File: src/rtl/bt_mbox_pkg.sv
// Shared offsets, control-bit positions and the control-write decoder
// of the BT mailbox. Assumes a byte-addressed window of 32-bit words.
package bt_mbox_pkg;

    localparam logic [4:0] OFS_CFG0  = 5'h00;
    localparam logic [4:0] OFS_IEN   = 5'h04;
    localparam logic [4:0] OFS_IST   = 5'h08;
    localparam logic [4:0] OFS_CFG3  = 5'h0C;
    localparam logic [4:0] OFS_CTRL  = 5'h10;
    localparam logic [4:0] OFS_DATA  = 5'h14;
    localparam logic [4:0] OFS_IMASK = 5'h18;

    localparam int CB_CLR_WR = 0;
    localparam int CB_CLR_RD = 1;
    localparam int CB_H2B    = 2;
    localparam int CB_B2H    = 3;
    localparam int CB_SMS    = 4;
    localparam int CB_OEM    = 5;
    localparam int CB_HBUSY  = 6;
    localparam int CB_BBUSY  = 7;

    typedef enum logic [2:0] {
        ACT_NONE,
        ACT_CLR_WR,
        ACT_CLR_RD,
        ACT_ACK_H2B,
        ACT_TOG_BBUSY,
        ACT_EMIT
    } ctrl_act_e;

    // Only the highest-priority handled bit of a control write acts.
    function automatic ctrl_act_e ctrl_decode(input logic [7:0] w);
        if (w[CB_CLR_WR])      return ACT_CLR_WR;
        else if (w[CB_CLR_RD]) return ACT_CLR_RD;
        else if (w[CB_H2B])    return ACT_ACK_H2B;
        else if (w[CB_BBUSY])  return ACT_TOG_BBUSY;
        else if (w[CB_B2H])    return ACT_EMIT;
        else                   return ACT_NONE;
    endfunction

endpackage

File: src/rtl/bt_rx_buf.sv
// Receive side: stores a host request stream and serves it to the BMC
// one byte per data-port read, length byte first.
// Assumes rd_pop and rd_rewind never arrive in the same cycle.
module bt_rx_buf #(
    parameter int DEPTH = 64,
    parameter int LEN_W = $clog2(DEPTH + 1)
) (
    input  logic       clk,
    input  logic       rst_n,
    input  logic       ld_en,
    input  logic       ld_valid,
    input  logic [7:0] ld_data,
    input  logic       ld_last,
    input  logic       rd_pop,
    input  logic       rd_rewind,
    input  logic       len_zero,
    output logic [7:0] rd_byte,
    output logic       load_ok
);
    localparam int IDX_W = $clog2(DEPTH);

    logic [7:0]       mem [DEPTH];
    logic [LEN_W-1:0] wcnt;
    logic [LEN_W-1:0] rlen;
    logic [LEN_W-1:0] ridx;
    logic             rpre;
    logic             acc;
    logic             room;
    logic [LEN_W-1:0] nbytes;

    assign acc     = ld_valid && ld_en;
    assign room    = wcnt < LEN_W'(DEPTH);
    assign nbytes  = room ? wcnt + LEN_W'(1) : wcnt;
    assign load_ok = acc && ld_last && (nbytes >= LEN_W'(2));

    // Request storage: bytes beyond the buffer are dropped.
    always_ff @(posedge clk) begin
        if (!rst_n) begin
            for (int i = 0; i < DEPTH; i++) mem[i] <= '0;
        end else if (acc && room) begin
            mem[wcnt[IDX_W-1:0]] <= ld_data;
        end
    end

    // Stream position within the incoming request.
    always_ff @(posedge clk) begin
        if (!rst_n)   wcnt <= '0;
        else if (acc) wcnt <= ld_last ? '0 : nbytes;
    end

    // Receive length: a finished load wins over a control-write reset.
    always_ff @(posedge clk) begin
        if (!rst_n)        rlen <= '0;
        else if (load_ok)  rlen <= nbytes;
        else if (len_zero) rlen <= '0;
    end

    // Read pointer, with a flag for the position before the first byte.
    always_ff @(posedge clk) begin
        if (!rst_n) begin
            rpre <= 1'b1;
            ridx <= '0;
        end else if (rd_rewind) begin
            rpre <= 1'b1;
        end else if (rd_pop) begin
            if (rpre) begin
                rpre <= 1'b0;
                ridx <= '0;
            end else if (ridx < rlen) begin
                ridx <= ridx + LEN_W'(1);
            end
        end
    end

    // Byte presented at the data port.
    always_comb begin
        if (rpre)             rd_byte = 8'(rlen);
        else if (ridx < rlen) rd_byte = mem[ridx[IDX_W-1:0]];
        else                  rd_byte = 8'h00;
    end

    p_len_first_r6: assert property (@(posedge clk) disable iff (!rst_n)
        rd_pop && rpre && !rd_rewind |=> !rpre && (ridx == '0))
        else $error("R6: length read did not advance the pointer");

    p_reject_short_r5: assert property (@(posedge clk) disable iff (!rst_n)
        acc && ld_last && (wcnt == '0) && !len_zero |=> $stable(rlen))
        else $error("R5: one-byte request changed the length");

endmodule

File: src/rtl/bt_tx_buf.sv
// Send side: collects response bytes from the BMC and streams them out
// on an emit request, lifting byte 2 out as the sequence id.
// Assumes DEPTH >= 3 and one register operation per cycle.
module bt_tx_buf #(
    parameter int DEPTH = 64,
    parameter int LEN_W = $clog2(DEPTH + 1)
) (
    input  logic       clk,
    input  logic       rst_n,
    input  logic       push,
    input  logic [7:0] push_byte,
    input  logic       clear,
    input  logic       emit_go,
    input  logic       em_ready,
    output logic       em_valid,
    output logic [7:0] em_data,
    output logic       em_last,
    output logic [7:0] em_seq,
    output logic       emitting
);
    localparam int IDX_W = $clog2(DEPTH);

    logic [7:0]       mem [DEPTH];
    logic [LEN_W-1:0] slen;
    logic [LEN_W-1:0] pos;
    logic             start;
    logic             room;

    assign room     = slen < LEN_W'(DEPTH);
    assign start    = emit_go && !emitting;
    assign em_valid = emitting && (pos < slen);
    assign em_data  = mem[pos[IDX_W-1:0]];
    assign em_last  = pos == (slen - LEN_W'(1));

    // Buffer contents: append, wipe, and the slot-2 copy at emit start.
    always_ff @(posedge clk) begin
        if (!rst_n || clear) begin
            for (int i = 0; i < DEPTH; i++) mem[i] <= '0;
        end else begin
            if (push && room) mem[slen[IDX_W-1:0]] <= push_byte;
            if (start)        mem[2] <= mem[1];
        end
    end

    // Fill level; pushes into a full buffer are dropped.
    always_ff @(posedge clk) begin
        if (!rst_n || clear)  slen <= '0;
        else if (push && room) slen <= slen + LEN_W'(1);
    end

    // Emit sequencer: walks slots 2..slen-1 under the ready handshake.
    always_ff @(posedge clk) begin
        if (!rst_n) begin
            emitting <= 1'b0;
            pos      <= '0;
            em_seq   <= '0;
        end else if (start) begin
            emitting <= 1'b1;
            pos      <= LEN_W'(2);
            em_seq   <= mem[2];
        end else if (emitting) begin
            if (em_valid && em_ready) begin
                pos <= pos + LEN_W'(1);
                if (em_last) emitting <= 1'b0;
            end else if (!em_valid) begin
                emitting <= 1'b0;
            end
        end
    end

    p_hold_r12: assert property (@(posedge clk) disable iff (!rst_n)
        em_valid && !em_ready && !clear |=> em_valid && $stable(em_data))
        else $error("R12: emitted byte changed while stalled");

    p_drop_full_r9: assert property (@(posedge clk) disable iff (!rst_n)
        push && !room && !clear |=> slen == LEN_W'(DEPTH))
        else $error("R9: push into a full buffer changed the fill");

    p_clear_r10: assert property (@(posedge clk) disable iff (!rst_n)
        clear |=> slen == '0)
        else $error("R10: write-pointer clear left bytes");

    p_last_ends_r11: assert property (@(posedge clk) disable iff (!rst_n)
        em_valid && em_ready && em_last |=> !em_valid && !emitting)
        else $error("R11: emit continued past the final byte");

endmodule

File: src/rtl/bt_mbox.sv
// BT mailbox top: register window decode, control handshake bits,
// configuration and interrupt words, and the interrupt line.
// Assumes reg_wr and reg_rd are not raised together.
module bt_mbox
    import bt_mbox_pkg::*;
#(
    parameter int DEPTH  = 64,
    parameter int ADDR_W = 5,
    parameter int DATA_W = 32
) (
    input  logic              clk,
    input  logic              rst_n,
    input  logic              reg_wr,
    input  logic              reg_rd,
    input  logic [ADDR_W-1:0] reg_addr,
    input  logic [DATA_W-1:0] reg_wdata,
    output logic [DATA_W-1:0] reg_rdata,
    input  logic              ld_valid,
    output logic              ld_ready,
    input  logic [7:0]        ld_data,
    input  logic              ld_last,
    output logic              em_valid,
    input  logic              em_ready,
    output logic [7:0]        em_data,
    output logic              em_last,
    output logic [7:0]        em_seq,
    output logic              irq
);
    localparam int LEN_W = $clog2(DEPTH + 1);

    logic [DATA_W-1:0] cfg0, ien, ist, cfg3, imask;
    logic              h2b, bbusy, bbusy_nx, irq_q;
    logic              wr_cfg0, wr_ien, wr_ist, wr_cfg3, wr_imask;
    logic              wr_ctrl, wr_data, rd_data, len_zero;
    logic              load_ok, emitting;
    logic [7:0]        rx_byte, ctrl_rd;
    ctrl_act_e         act;

    assign wr_cfg0  = reg_wr && (reg_addr == ADDR_W'(OFS_CFG0));
    assign wr_ien   = reg_wr && (reg_addr == ADDR_W'(OFS_IEN));
    assign wr_ist   = reg_wr && (reg_addr == ADDR_W'(OFS_IST));
    assign wr_cfg3  = reg_wr && (reg_addr == ADDR_W'(OFS_CFG3));
    assign wr_imask = reg_wr && (reg_addr == ADDR_W'(OFS_IMASK));
    assign wr_ctrl  = reg_wr && (reg_addr == ADDR_W'(OFS_CTRL));
    assign wr_data  = reg_wr && (reg_addr == ADDR_W'(OFS_DATA));
    assign rd_data  = reg_rd && (reg_addr == ADDR_W'(OFS_DATA));

    assign act      = wr_ctrl ? ctrl_decode(reg_wdata[7:0]) : ACT_NONE;
    assign bbusy_nx = (act == ACT_TOG_BBUSY) ? ~bbusy : bbusy;
    assign len_zero = wr_ctrl && !bbusy_nx;
    assign ld_ready = ~bbusy;
    assign irq      = irq_q;

    bt_rx_buf #(.DEPTH(DEPTH), .LEN_W(LEN_W)) u_rx (
        .clk       (clk),
        .rst_n     (rst_n),
        .ld_en     (ld_ready),
        .ld_valid  (ld_valid),
        .ld_data   (ld_data),
        .ld_last   (ld_last),
        .rd_pop    (rd_data),
        .rd_rewind (act == ACT_CLR_RD),
        .len_zero  (len_zero),
        .rd_byte   (rx_byte),
        .load_ok   (load_ok)
    );

    bt_tx_buf #(.DEPTH(DEPTH), .LEN_W(LEN_W)) u_tx (
        .clk       (clk),
        .rst_n     (rst_n),
        .push      (wr_data),
        .push_byte (reg_wdata[7:0]),
        .clear     (act == ACT_CLR_WR),
        .emit_go   (act == ACT_EMIT),
        .em_ready  (em_ready),
        .em_valid  (em_valid),
        .em_data   (em_data),
        .em_last   (em_last),
        .em_seq    (em_seq),
        .emitting  (emitting)
    );

    // Plain storage words.
    always_ff @(posedge clk) begin
        if (!rst_n) begin
            cfg0  <= '0;
            ien   <= '0;
            cfg3  <= '0;
            imask <= '0;
        end else begin
            if (wr_cfg0)  cfg0  <= reg_wdata;
            if (wr_ien)   ien   <= reg_wdata;
            if (wr_cfg3)  cfg3  <= reg_wdata;
            if (wr_imask) imask <= reg_wdata;
        end
    end

    // Status word: XOR on write, bit 0 set by a completed load.
    always_ff @(posedge clk) begin
        if (!rst_n) ist <= '0;
        else        ist <= (wr_ist ? ist ^ reg_wdata : ist)
                           | (load_ok ? DATA_W'(1) : '0);
    end

    // Handshake bits: a load raises attention ahead of an acknowledge.
    always_ff @(posedge clk) begin
        if (!rst_n) begin
            h2b   <= 1'b0;
            bbusy <= 1'b0;
        end else begin
            bbusy <= bbusy_nx;
            if (load_ok)                 h2b <= 1'b1;
            else if (act == ACT_ACK_H2B) h2b <= 1'b0;
        end
    end

    // Interrupt line: set by an enabled load, dropped by a status write.
    always_ff @(posedge clk) begin
        if (!rst_n)                 irq_q <= 1'b0;
        else if (load_ok && ien[0]) irq_q <= 1'b1;
        else if (wr_ist)            irq_q <= 1'b0;
    end

    // Control word as seen by firmware.
    always_comb begin
        ctrl_rd            = '0;
        ctrl_rd[CB_BBUSY]  = bbusy;
        ctrl_rd[CB_HBUSY]  = emitting;
        ctrl_rd[CB_OEM]    = 1'b0;
        ctrl_rd[CB_SMS]    = 1'b0;
        ctrl_rd[CB_B2H]    = emitting;
        ctrl_rd[CB_H2B]    = h2b;
    end

    // Register read multiplexer; unmapped offsets read zero.
    always_comb begin
        reg_rdata = '0;
        if (reg_addr == ADDR_W'(OFS_CFG0))       reg_rdata = cfg0;
        else if (reg_addr == ADDR_W'(OFS_IEN))   reg_rdata = ien;
        else if (reg_addr == ADDR_W'(OFS_IST))   reg_rdata = ist;
        else if (reg_addr == ADDR_W'(OFS_CFG3))  reg_rdata = cfg3;
        else if (reg_addr == ADDR_W'(OFS_CTRL))  reg_rdata = DATA_W'(ctrl_rd);
        else if (reg_addr == ADDR_W'(OFS_DATA))  reg_rdata = DATA_W'(rx_byte);
        else if (reg_addr == ADDR_W'(OFS_IMASK)) reg_rdata = imask;
    end

    p_irq_drop_r3: assert property (@(posedge clk) disable iff (!rst_n)
        wr_ist && !load_ok |=> !irq)
        else $error("R3: status write left the interrupt raised");

    p_h2b_on_load_r4: assert property (@(posedge clk) disable iff (!rst_n)
        load_ok |=> h2b)
        else $error("R4: load did not raise host-to-BMC attention");

    p_ctrl_prio_r7: assert property (@(posedge clk) disable iff (!rst_n)
        wr_ctrl && reg_wdata[CB_CLR_WR] && !emitting |=> !emitting)
        else $error("R7: lower-priority emit acted beside a write-pointer clear");

    p_emit_start_r11: assert property (@(posedge clk) disable iff (!rst_n)
        act == ACT_EMIT && !emitting |=> emitting)
        else $error("R11: emit request did not start");

endmodule

File: config.mk
export PLATFORM = sky130hd
export DESIGN_NAME = bt_mbox
export DESIGN_NICKNAME = d
export VERILOG_FILES = /design/src/rtl/bt_mbox_pkg.sv /design/src/rtl/bt_rx_buf.sv /design/src/rtl/bt_tx_buf.sv /design/src/rtl/bt_mbox.sv
export SDC_FILE = /design/constraint.sdc
export NUM_CORES = 2
export LEC_CHECK = 0
export ABC_AREA = 0
export BUFFER_PORTS_ARGS = -buffer_cell sky130_fd_sc_hd__buf_2
export CAP_MARGIN = 20
export CORE_MARGIN = 2
export CORE_UTILIZATION = 55
export CTS_CLUSTER_SIZE = 30
export DETAILED_ROUTE_END_ITERATION = 6
export PLACE_DENSITY = 0.82
export SLEW_MARGIN = 30
export SYNTH_ARGS = -nofsm -noshare
export SYNTH_HDL_FRONTEND = slang
export SYNTH_SLANG_ARGS = --single-unit
File: constraint.sdc
create_clock -name clk -period 4.08 [get_ports clk]
set_clock_uncertainty 0.2 [all_clocks]
set_input_delay 0.612 -clock clk [delete_from_list [all_inputs] [get_ports clk]]
set_output_delay 0.612 -clock clk [all_outputs]
set_load 0.005 [all_outputs]
==> results.py <==
metrics = {
    "place": {
        "portBuffers": 103,
        "dp.cells": 5673,
        "gp_congestion": 0.9169,
        "hpwl_um": 93150,
        "post-place-ws_ns": 0.2115,
    },
    "logic_synthesis": {
        "synth.area.top_cells": "edfxtp_1 (54%), and2_1 (11%), mux4_2 (11%)",
        "synth_top_area_share_pct": 53.92,
        "synth_edf_count": 1024,
        "ys_ff_latch": 1238,
        "syn_area_um2": 57020,
        "ys_seq_area_share_pct": 61.44,
        "synthArstFlopShare_pct": 0,
        "syn_nets": 4400,
        "synth_cell_type_count": 61,
        "yosysTopAreaCell": "edfxtp_1",
        "synthCells": 4330,
        "synth_flop_cell": "edfxtp_1",
        "ys_warn_count": 0,
        "syn_area_per_cell_um2": 13.17,
    },
    "global_route": {
        "antenna_found_initial": 5,
        "gr-total-overflow": 0,
        "grt_max_degree": 176,
        "track_usage_pct": 28.39,
        "grt_pass1_wl_um": 228100,
        "grt_pass1_vias": 36960,
    },
    "worst_setup_path": {
        "end_kind": "output pin",
        "reg2regPathDepth": 7,
        "ff2ff_setup_slack_ns": 0.61,
        "path_class": "reg2out",
        "rr_endpoint": "u_rx.mem[20][5]",
        "cp_cell_sequence": "buf_12, buf_16, buf_4, mux4_2, mux4_2, mux2i_1, o311ai_4, buf_6, buf_6",
        "slowest_delay_ns": 0.54,
        "worst-path-max-fanout": 9,
        "start_kind": "flop",
        "cp.required_ns": 3.27,
        "reg2reg_from": "bbusy",
        "cp.arrival_ns": 3.38,
        "cp_slowest_cell": "mux4_2",
    },
    "floorplan": {
        "num_rows": 118,
        "start_util_pct": 55.25,
        "dieArea_um2": 106300,
        "die_w_um": 326.0,
        "core_um2": 103200,
        "dieHeight_um": 326.0,
        "ios": 104,
    },
    "detailed_routing": {
        "viasPerCell": 6.298,
        "drtPass1Iterations": 6,
        "route.vias.total": 37720,
        "drt_iter0_markers": 5295,
        "ant_nets": 0,
        "drc": 0,
        "wl_um": 155100,
        "avgRoutedWirePerCell_um": 25.90,
    },
    "power_and_ir_drop": {
        "powerDensity_nw_per_um2": 413.1,
        "p_leak_nw": 22.60,
        "ir_drop_v": 0.0003601,
    },
    "status": {
        "violations": "setup timing",
        "status": "finished, violations left",
    },
    "clock_network": {
        "cts_sinks": 1238,
        "cts-root-buf": "clkbuf_16",
        "cts_made_buffers": 130,
        "cts_tree": "yes",
        "htreeDepth": 4,
        "clockBufferDepth": 3,
        "clkLatencyLatePin_ns": 0.77,
        "clkTransAtPathRegs_ns": 0.06,
    },
    "cells_and_area": {
        "layout.cells.non_filler": 5988,
        "nNetsFinal": 4580,
        "syn_to_final_growth_pct": 14.88,
        "drive_gt1_share_pct": 20.40,
        "post-route-util_pct": 63.48,
        "fillers": 6852,
    },
    "sta": {
        "maxSlewHeadroom_pct": 28.43,
        "setup_tns_ns": -0.9641,
        "tightest_slew_ns": 1.074,
        "period_needed_ns": 4.188,
        "setup_viol": 13,
        "setup_slack_ns": -0.1081,
        "holdWs_ns": 0.07666,
        "fmax_mhz": 238.8,
        "rsz0062_at_grt": "yes",
        "min_period_over_period_pct": 102.7,
        "hold_viol_final": 0,
        "drv_slew": 0,
    },
    "hold_path": {
        "hp-class": "in2reg",
        "min_path_cells": 4,
        "hold_start": "ld_last",
        "min_to": "u_rx.wcnt[6]",
    },
    "run": {
        "drv_cap": 0,
    },
}
-- placed cells by master, fill, tap and decap left out, drive strengths merged, types with 4 or more instances in the layout --
cell	n
and2	1029
edfxtp	1024
nand2	369
buf	355
mux4	278
nor2	226
dfxtp	214
a21oi	179
clkbuf	174
o21ai	162
a22oi	83
mux2i	76
clkinv	43
nand3	40
xor2	39
inv	31
dlygate4sd3	26
a211oi	24
a31oi	18
xnor2	18
ha	18
mux2	16
and3	14
nand4	13
nor2b	13
nor3	13
or2	11
or3	9
o2bb2ai	8
a22o	8
nor4	8
nand3b	7
nand2b	6
bufinv	6
o22ai	5
clkinvlp	5
a41oi	5
diode	4
or3b	4
o31ai	4
-- power by group --
part / total, mW / internal [mW] / switching (mW) / leakage (nW)
registers: 14.3 / 14.1 / 0.186 / 11.9
logic: 1.20 / 0.403 / 0.797 / 8.75
clock network: 11.6 / 6.47 / 5.10 / 1.99
-- worst max path at each step --
stage	from	to	slack, ns	cells past startpoint
after floorplan	u_tx.pos[1]	em_data[7]	0.88	6
after global placement	u_rx.rlen[4]	reg_rdata[0]	0.20	10
after detailed placement	u_rx.rlen[4]	reg_rdata[4]	0.21	10
after CTS	u_tx.pos[0]	em_data[6]	-0.1	6
after global routing	flop	reg_rdata[6]	-0.11	9
final	flop	reg_rdata[6]	-0.11	9
-- layer usage --
layer / part of all wire (%) / GRT usage (%) / up-vias / wire, µm
met2: 48 / 45.41 / 2699 / 74500
met1: 35 / 36.40 / 18470 / 54360
met5: 0.015 / 0 / - / 23
li1: - / - / 16020 / -
met3: 11 / 6.418 / 523 / 17700
met4: 5.5 / 15.03 / 4 / 8533
-- critical path: cells and delay by family, from the launching register on --
family                 cells  cell delay (ns)
AO/OA/AOI/OAI              1             0.13
buffers and inverters      5             0.73
flip-flops                 1             0.39
multiplexers               3             1.33
-- layout make-up --
cell class / instances / area (µm²) / area share (%)
timing repair buffer: 391 / 3560 / 5.434
antenna: 4 / 10.01 / 0.01528
clock buffer: 165 / 3467 / 5.293
multi-input combinational: 2725 / 20970 / 32.00
clock inverter: 61 / 629.4 / 0.9607
inverter: 24 / 95.09 / 0.1452
sequential: 1238 / 35060 / 53.51
tap: 1380 / 1727 / 2.636
-- cell usage after synthesis (all sizes together), types with 6 or more instances --
| library cell | count |
|---|---|
| and2 | 1029 |
| edfxtp | 1024 |
| nand2 | 369 |
| mux4 | 278 |
| clkbuf | 274 |
| nor2 | 226 |
| dfxtp | 214 |
| a21oi | 179 |
| o21ai | 162 |
| a22oi | 83 |
| mux2i | 76 |
| buf | 69 |
| nand3 | 40 |
| xor2 | 39 |
| a211oi | 24 |
| inv | 22 |
| a31oi | 18 |
| ha | 18 |
| xnor2 | 18 |
| mux2 | 16 |
| and3 | 14 |
| nand4 | 13 |
| nor2b | 13 |
| nor3 | 13 |
| or2 | 11 |
| or3 | 9 |
| a22o | 8 |
| nor4 | 8 |
| o2bb2ai | 8 |
| nand3b | 7 |
| nand2b | 6 |
-- registers in the layout (all words and copies together), names as in the netlist, named ones only --
register       flops
u_rx.wcnt          7
ien               32
u_tx.pos           7
bbusy              1
u_tx.slen          7
cfg3              32
h2b                1
irq                1
u_tx.em_seq        8
u_tx.mem         512
ist               32
u_rx.rpre          1
u_rx.ridx          7
cfg0              32
u_tx.emitting      1
u_rx.mem         512
u_rx.rlen          7
imask             32
-- cell families after synthesis --
group,Yosys count,share of synthesized area [%]
flip-flops,1238,61.44
adder cells (fa/ha/maj),18,0.3950
multiplexers,370,12.63
XOR/XNOR,57,0.8755
buffers and inverters,367,2.644
AND/OR/NAND/NOR,1768,16.73
AO/OA/AOI/OAI,512,5.286
-- through the flow --
| step | area [µm²] | total power [mW] |
|---|---|---|
| 4_1_cts | 64800 | 26.99 |
| 6_report | 65510 | 27.06 |
| 2_1_floorplan | 57020 | 15.07 |
| 3_3_place_gp | 59620 | 15.57 |
| 5_1_grt | 65510 | 27.62 |
| 3_5_place_dp | 59620 | 15.63 |
-- repair_timing --
action	CTS	global route
pin swaps	8	19
buffers inserted	20	19
endpoints found under the hold margin	119	0
setup endpoints to repair	16	17
gates cloned	11	9
resized for setup	73	60
hold buffers	26	0
Power figures use the tool's default switching activity.
